[config.mk]
export PLATFORM = sky130hd
export DESIGN_NAME = par_rect_pwm
export DESIGN_NICKNAME = d
export VERILOG_FILES = /design/src/rtl/par_rect_pwm_pkg.sv /design/src/rtl/par_rect_carrier.sv /design/src/rtl/par_rect_offset.sv /design/src/rtl/par_rect_leg.sv /design/src/rtl/par_rect_pwm.sv
export SDC_FILE = /design/constraint.sdc
export NUM_CORES = 1
export LEC_CHECK = 0
export CORE_AREA = 10 10 245 270
export DETAILED_ROUTE_END_ITERATION = 12
export DIE_AREA = 0 0 255 280
export SYNTH_ARGS = -nofsm -noshare
export SYNTH_HDL_FRONTEND = slang
export SYNTH_SLANG_ARGS = --single-unit
[constraint.sdc]
create_clock -name clk -period 50.1 [get_ports clk]
set_input_delay 10.02 -clock clk [delete_from_list [all_inputs] [get_ports clk]]
set_output_delay 10.02 -clock clk [all_outputs]
set_load 0.01 [all_outputs]
[src/rtl/par_rect_pwm_pkg.sv]
package par_rect_pwm_pkg;
   localparam int LEGS    = 4;
   localparam int LEG_QA1 = 0;
   localparam int LEG_QA2 = 1;
   localparam int LEG_QB1 = 2;
   localparam int LEG_QB2 = 3;
   // legs at or above this index belong to bridge B
   localparam int FIRST_B_LEG = LEG_QB1;
endpackage

[src/rtl/par_rect_carrier.sv]
module par_rect_carrier #(
   parameter int CW = 16
) (
   input  logic                 clk,
   input  logic                 rst_n,
   output logic [CW-1:0]        cnt,
   output logic                 turn,
   output logic signed [CW:0]   car_lead,
   output logic signed [CW:0]   car_lag
);
   localparam logic [CW-1:0]      TOP = {CW{1'b1}};
   localparam logic signed [CW:0] OFS = (CW+1)'((1 << (CW-1)) - 1);

   logic rising;

   always_ff @(posedge clk) begin
      if (!rst_n) begin
         cnt    <= '0;
         rising <= 1'b1;
      end else if (rising) begin
         if (cnt == TOP) begin
            rising <= 1'b0;
            cnt    <= cnt - 1'b1;
         end else begin
            cnt    <= cnt + 1'b1;
         end
      end else begin
         if (cnt == '0) begin
            rising <= 1'b1;
            cnt    <= cnt + 1'b1;
         end else begin
            cnt    <= cnt - 1'b1;
         end
      end
   end

   assign turn     = (cnt == '0) || (cnt == TOP);
   // complementing the count mirrors the triangle: half a period of shift
   assign car_lead = $signed({1'b0, cnt})  - OFS;
   assign car_lag  = $signed({1'b0, ~cnt}) - OFS;
endmodule

[src/rtl/par_rect_offset.sv]
module par_rect_offset #(
   parameter int DW  = 16,
   parameter int MUW = 8,
   parameter int WW  = DW + 4
) (
   input  logic signed [DW-1:0] va,
   input  logic signed [DW-1:0] vb,
   input  logic signed [DW-1:0] vo,
   input  logic signed [DW-1:0] dch,
   input  logic [MUW:0]         mu,
   output logic signed [WW-1:0] pole [4]
);
   localparam logic [MUW:0] ONE = {1'b1, {MUW{1'b0}}};
   localparam int           PW  = WW + MUW + 2;

   logic signed [WW-1:0] va_w, vb_w, vo_w, dc_w;
   logic signed [WW-1:0] ha, hb, mn, mx, xlo, xhi, span, vx;
   logic signed [WW-1:0] term [4];
   logic [MUW:0]         mu_sat;
   logic signed [PW-1:0] prod, scaled;

   assign va_w = {{(WW-DW){va[DW-1]}}, va};
   assign vb_w = {{(WW-DW){vb[DW-1]}}, vb};
   assign vo_w = {{(WW-DW){vo[DW-1]}}, vo};
   assign dc_w = {{(WW-DW){dch[DW-1]}}, dch};

   assign ha = va_w >>> 1;
   assign hb = vb_w >>> 1;

   assign term[0] =  ha;
   assign term[1] = -ha;
   assign term[2] =  hb - vo_w;
   assign term[3] = -hb - vo_w;

   always_comb begin
      mn = term[0];
      mx = term[0];
      for (int i = 1; i < 4; i++) begin
         if (term[i] < mn) mn = term[i];
         if (term[i] > mx) mx = term[i];
      end
   end

   assign xlo    = -dc_w - mn;
   assign xhi    =  dc_w - mx;
   assign span   = xhi - xlo;
   assign mu_sat = (mu > ONE) ? ONE : mu;
   assign prod   = span * $signed({1'b0, mu_sat});
   assign scaled = prod >>> MUW;
   assign vx     = xlo + scaled[WW-1:0];

   for (genvar g = 0; g < 4; g++) begin : g_pole
      assign pole[g] = term[g] + vx;
   end
endmodule

[src/rtl/par_rect_leg.sv]
module par_rect_leg #(
   parameter int WW = 20,
   parameter int CW = 16
) (
   input  logic                 clk,
   input  logic                 rst_n,
   input  logic                 load,
   input  logic signed [WW-1:0] ref_in,
   input  logic signed [CW:0]   car,
   output logic                 q,
   output logic signed [WW-1:0] held
);
   logic signed [WW-1:0] car_w, ref_nx;

   assign car_w  = {{(WW-CW-1){car[CW]}}, car};
   assign ref_nx = load ? ref_in : held;

   always_ff @(posedge clk) begin
      if (!rst_n) begin
         held <= '0;
         q    <= 1'b0;
      end else begin
         held <= ref_nx;
         q    <= (ref_nx >= car_w);
      end
   end
endmodule

[src/rtl/par_rect_pwm.sv]
module par_rect_pwm
   import par_rect_pwm_pkg::*;
#(
   parameter int DW  = 16,
   parameter int MUW = 8,
   parameter int CW  = 16
) (
   input  logic                 clk,
   input  logic                 rst_n,
   input  logic                 mode,
   input  logic [MUW:0]         mu,
   input  logic signed [DW-1:0] dc_half,
   input  logic signed [DW-1:0] va_ref,
   input  logic signed [DW-1:0] vb_ref,
   input  logic signed [DW-1:0] vo_ref,
   output logic                 qa1,
   output logic                 qa2,
   output logic                 qb1,
   output logic                 qb2
);
   localparam int WW = DW + 4;

   if (CW < 2) begin : g_bad_cw
      $error("carrier width must be at least 2");
   end
   if (CW + 2 > WW) begin : g_bad_fit
      $error("carrier does not fit the reference width");
   end
   if (MUW < 1) begin : g_bad_muw
      $error("mu needs at least one fraction bit");
   end

   logic [CW-1:0]        cnt;
   logic                 turn;
   logic signed [CW:0]   car1, car2;
   logic signed [WW-1:0] pole [LEGS];
   logic signed [WW-1:0] held [LEGS];
   logic [LEGS-1:0]      gate;

   par_rect_carrier #(.CW(CW)) u_car (
      .clk(clk), .rst_n(rst_n), .cnt(cnt), .turn(turn),
      .car_lead(car1), .car_lag(car2)
   );

   par_rect_offset #(.DW(DW), .MUW(MUW), .WW(WW)) u_ofs (
      .va(va_ref), .vb(vb_ref), .vo(vo_ref), .dch(dc_half),
      .mu(mu), .pole(pole)
   );

   for (genvar g = 0; g < LEGS; g++) begin : g_leg
      logic signed [CW:0] car_sel;
      if (g < FIRST_B_LEG) begin : g_a
         assign car_sel = car1;
      end else begin : g_b
         assign car_sel = mode ? car2 : car1;
      end
      par_rect_leg #(.WW(WW), .CW(CW)) u_leg (
         .clk(clk), .rst_n(rst_n), .load(turn), .ref_in(pole[g]),
         .car(car_sel), .q(gate[g]), .held(held[g])
      );
   end

   assign qa1 = gate[LEG_QA1];
   assign qa2 = gate[LEG_QA2];
   assign qb1 = gate[LEG_QB1];
   assign qb2 = gate[LEG_QB2];
endmodule

* Word-level counts from Yosys, hierarchy flattened
Index checks and enable logic that the tools add are counted.
** Word-level totals
- Register bits :: 101
** Operators by class
- Add/subtract/negate cells :: 17
- $lt $le $gt $ge :: 11
- $mul :: 1
- Equality and inequality tests :: 1
- Reduce and logical (&&, ||, !) cells :: 2
- Bitwise operators :: 1
- Mux-type cells :: 18
** Operators by type and width (number)
- two-way mux 20 bit :: 10
- adder 20 bit :: 4
- greater-or-equal comparator 20 x 17 -> 1 bit :: 4
- two-way mux 16 bit :: 3
- > comparator 20 bit :: 2
- less-than comparator 20 bit :: 2
- negation 15 -> 20 bit :: 2
- subtractor 20 bit :: 2
- subtractor 16 x 15 -> 17 bit (second input constant) :: 2
- multiplier 20 x 10 -> 28 bit :: 1
- adder 15 x 20 -> 20 bit :: 1
- > comparator 20 x 15 -> 1 bit :: 1
- less-than comparator 20 x 15 -> 1 bit :: 1
- negation 16 -> 20 bit :: 1
- subtractor 16 x 20 -> 20 bit :: 1
- subtractor 20 x 16 -> 20 bit :: 1
- two-way mux 17 bit :: 1
- subtractor 15 x 16 -> 17 bit :: 1
- adder 16 x 1 -> 16 bit (second input constant) :: 1
- equality test 16 bit (second input constant) :: 1
- zero test 16 bit :: 1
- inverter 16 bit :: 1
- subtractor 16 x 1 -> 16 bit (second input constant) :: 1
- > comparator 9 bit (second input constant) :: 1
- 3 further kinds :: 5

* Longest topological paths before layout
- Depth in word-level cells :: 14
- Gate-level depth with buffers :: 100
- Gate-level depth less buffers :: 97

* By module
From an unflattened synthesis, not the netlist that was laid out.
** Unflattened totals
- Cell total of the unflattened synthesis :: 3033
- Area, all modules :: 24558.6 um^2
** By module, submodules not included
- par_rect_offset :: times used 1, cells an instance 2285, area an instance 17553.1 um^2, sequential area each 0.0 um^2
- par_rect_leg at g_leg[1].u_leg ... :: times used 3, cells an instance 137, area an instance 1326.3 um^2, sequential area each 420.4 um^2
- par_rect_carrier :: times used 1, cells an instance 183, area an instance 1467.7 um^2, sequential area each 340.3 um^2
- par_rect_leg at g_leg[0].u_leg :: times used 1, cells an instance 135, area an instance 1298.7 um^2, sequential area each 420.4 um^2
- par_rect_pwm :: times used 1, cells an instance 19, area an instance 260.2 um^2, sequential area each 0.0 um^2

* Least setup slack after synthesis
Ideal clock, no wire load.
- Path type :: input-to-reg
- Start :: input va_ref[4]
- End :: register g_leg[3].u_leg.q
- Setup slack :: 19929 ps
- Buffers on the path :: 4
- Data required time :: 49968 ps
- Library setup time :: 132 ps
- Cell stages on the path :: 88
- Arrival :: 30038 ps
- Cells stage by stage :: clkbuf_1 nor3_1 nand3_1 or3b_2 or3_1 ha_1 nand4_1 o21ai_0 a21o_1 buf_1 nor2_1 xnor2_1 ha_1 a211o_1 nor4_1 o41ai_1 a22oi_1 clkbuf_1 [52 not listed] a21o_1 a21boi_0 ha_1 and2_1 a31oi_1 o21ai_0 o41ai_1 xnor2_1 or2_2 mux2i_1 a21oi_1 ha_1 nand4_1 nor4_1 o21ai_0 o2111ai_1 xor2_1 a21oi_1
** On the way
- Word-level cells in the longest chain between the ends :: 14
** Ends and longest elaborated chain
- start: declaration :: RTL line par_rect_pwm.sv:13 : input logic signed [DW-1:0] va_ref,
- negation 15 -> 20 bit :: RTL line par_rect_offset.sv:31 : assign term[1] = -ha;
- > comparator 20 x 15 -> 1 bit or less-than comparator 20 x 15 -> 1 bit (tied branches) :: RTL line par_rect_offset.sv:40, par_rect_offset.sv:39
- two-way mux 20 bit (on tied branches) :: RTL line par_rect_offset.sv:40, par_rect_offset.sv:39
- > comparator 20 bit or less-than comparator 20 bit (tied branches) :: RTL line par_rect_offset.sv:40, par_rect_offset.sv:39
- two-way mux 20 bit (on tied branches) :: RTL line par_rect_offset.sv:40, par_rect_offset.sv:39
- > comparator 20 bit or less-than comparator 20 bit (tied branches) :: RTL line par_rect_offset.sv:40, par_rect_offset.sv:39
- two-way mux 20 bit (on tied branches) :: RTL line par_rect_offset.sv:40, par_rect_offset.sv:39
- subtractor 16 x 20 -> 20 bit or subtractor 20 bit (tied branches) :: RTL line par_rect_offset.sv:45, par_rect_offset.sv:44
- subtractor 20 bit :: RTL line par_rect_offset.sv:46 : assign span = xhi - xlo;
- multiplier 20 x 10 -> 28 bit :: RTL line par_rect_offset.sv:48 : assign prod = span * $signed({1'b0, mu_sat});
- adder 20 bit * :: RTL line par_rect_offset.sv:50 : assign vx = xlo + scaled[WW-1:0];
- adder 20 bit * :: RTL line par_rect_offset.sv:53 : assign pole[g] = term[g] + vx;
- two-way mux 20 bit * :: RTL line par_rect_leg.sv:16 : assign ref_nx = load ? ref_in : held;
- via g_leg[3].u_leg.ref_nx[19] :: RTL line par_rect_leg.sv:13 : logic signed [WW-1:0] car_w, ref_nx;
- greater-or-equal comparator 20 x 17 -> 1 bit * :: RTL line par_rect_leg.sv:24 : q <= (ref_nx >= car_w);
- end signal: assignment :: RTL line par_rect_leg.sv:24
- end: declaration :: RTL line par_rect_leg.sv:10 : output logic q,
Mark *: on every way through the listed nets, which the timed path passes. The rest lies on a longest branch.
A chain may end at the register's enable or synchronous reset.

* Worst setup path in the final report
Ends and elaborated chain as after synthesis.

==> out/metrics.yaml <==
final_layout:
  nets: 3767
  finalInstanceArea_sq_um: 25800
  diodes: 0
  layout_common_cells: "433 x ha_1, 371 x inv_1, 298 x nor2_1"
  fin_cells: 3876
  layout_commonest_cell: "ha_1"
  syn_to_final_growth_pct: 7.94
  layout-drive-gt1-share_pct: 3.52
run:
  drv_cap: 0
placement:
  dpl-instance-area_sq_um: 25500
  dp.cells: 3860
  pre_cts_slack_ns: 15.39
  hpwlAfterDp_um: 57000
  io_buffers: 77
  place_congestion: 0.876
timing:
  maxSlewViolCount: 0
  slew-limit-headroom_pct: 31.3
  period_minus_slack_ns: 34.62
  fin_crit_sh_pct: 69.1
  finalSetupViolCount: 0
  setup_ws_ns: 15.48
  final.setup_skew_ns: 0.00815
  worstMarginPinSlew_ns: 1.02
  fin_tns_setup_ns: 0
  hold_violations: 0
  grt_setup_unrepaired: "no"
  max_freq_mhz: 28.9
floorplanning:
  die_width_um: 255
  dieArea_sq_um: 71400
  num_rows: 95
  ioPinCount: 80
  initial_core_util_pct: 39.5
  core-area_sq_um: 60600
  die_h_um: 280
detailed_routing:
  via_per_inst: 5.31
  totalWireLength_um: 66700
  wire_per_inst_um: 17.2
  final_antenna_net_count: 0
  vias: 20600
  dr.pass1.iters: 5
  route.detailed.drc: 0
  drtIter0Drc: 881
clock_network:
  cts_resized: 0
  clk_latency_ns: 0.36
  cts_root_buf: "clkbuf_16"
  post-cts-setup-buffer-count: 0
  cts.sinks: 101
  cts_hold_buf: 0
  cts_buffers: 9
  path_clk_slew_ns: 0.08
  cts_tree: "built"
  htreeDepth: 3
  clk_path_buf_depth: 2
yosys:
  ys_seq_area_share_pct: 8.45
  syn-instance-count: 3073
  syn_area_sq_um: 23900
  yosysWarnings: 0
  ys_ff_latch: 101
  synthFlopType: "dfxtp_1"
  synth-edff-count: 0
  syn_avg_cell_area_sq_um: 7.78
  async_flop_share_pct: 0
  synth_cell_types: 82
min_path:
  hold_path_class: "register to register"
run_status:
  status: "complete, no violations"
setup_path:
  required_ns: 50.36
  worstSetupStartpointType: "input pin"
  crit_type: "input pin to register"
  critPathTopFamily: "compound AO/OA/AOI/OAI gates"
  cp.arrival_ns: 34.87
  critPathMostFrequentCell: "ha_1"
  cp_slowest_cell: "a21boi_0"
  cp-end-kind: "register"
  max_stage_delay_ns: 0.82
  critPathMaxFanout: 31
  critical_path_buf_inv_count: 9
grt:
  grt_remaining_overflow: 0
  antenna_found_initial: 1
  grt_max_degree: 78
  grt_pass1_vias: 20700
  grt_use_total_pct: 18.7
  grt_pass1_wl_um: 107000
[layer usage]
metal | up-vias | GRT usage [%] | wire length, um
met3 | 86 | 1.30 | 1880
li1 | 10500 | - | -
met5 | - | 0 | 7
met4 | 2 | 6.37 | 2300
met1 | 9699 | 23.0 | 29400
met2 | 318 | 33.8 | 33100
[logic make-up after synthesis]
family          count (synthesis)  share of synthesized area (%)
simple gates                  948                           19.1
fa+ha+maj                     600                           36.5
flops                         101                           8.45
compound gates                658                           17.2
xor+xnor                      241                           8.95
mux                            58                           2.54
other cells                     1                         0.0157
buf+inv                       466                           7.31
[flip-flops by register name, indices dropped and copies added (netlist names)]
name / cells
g_leg.u_leg.held: 80
u_car.cnt: 16
u_car.rising: 1
g_leg.u_leg.q: 4
[worst paths after layout]
kind / depth (start not counted) / start / slack, ns / end
worst min register to register: 2 / g_leg[1].u_leg.held[1] / 0.46 / g_leg[1].u_leg.held[1]
worst max-delay path: 91 / va_ref[4] / 15.48 / g_leg[3].u_leg.q
worst min-delay path: 2 / g_leg[1].u_leg.held[1] / 0.46 / g_leg[1].u_leg.held[1]
worst max register to register: 18 / u_car.cnt[0] / 44.15 / g_leg[3].u_leg.q
[cells in the mapped netlist (18+ instances only)]
cell / count / share of area (%)
and3_1: 22 / 0.58
o21bai_1: 35 / 1.1
nor4_1: 23 / 0.60
nand3_1: 48 / 1.0
clkbuf_1: 81 / 1.3
nand2b_1: 52 / 1.4
nor2_1: 299 / 4.7
dfxtp_1: 101 / 8.5
fa_1: 163 / 14
a31oi_1: 18 / 0.47
nand2_1: 222 / 3.5
mux2_2: 21 / 0.99
nor2b_1: 43 / 1.1
o21ai_0: 115 / 2.4
inv_1: 371 / 5.8
a21oi_1: 266 / 5.6
a21o_1: 59 / 1.9
nor3_1: 57 / 1.2
xor2_1: 77 / 2.8
a211oi_1: 20 / 0.63
ha_1: 433 / 23
xnor2_1: 161 / 5.9
o21a_1: 26 / 0.82
mux2i_1: 36 / 1.5
and2_1: 98 / 2.6
nand4_1: 28 / 0.73
[tightest hold or removal path: cells and delay by family, from the launching register on]
family             cells  cell delay (ns)
DFF                    1             0.30
and+or+nand+nor        1             0.06
AOI/OAI and AO/OA      1             0.06
[cell type report]
cell class / count / area, sq um
inverter: 372 / 1400
multi-input combinational: 2508 / 20200
sequential: 101 / 2020
clock inverter: 7 / 57.6
fill: 6265 / 34800
clock buffer: 9 / 225
timing repair buffer: 103 / 961
tap: 776 / 971
[per-stage QoR]
stage / hold slack, ns / util (%)
after floorplan: 0.440 / -
after global placement: 0.447 / 42.1
after detailed placement: 0.455 / 42.1
after CTS: 0.465 / 42.6
after global routing: 0.480 / 42.6
final: 0.463 / 42.6
Power is left out: the tool's default activity adds up to more than one toggle a clock period on the data nets, which glitch-free logic cannot reach.
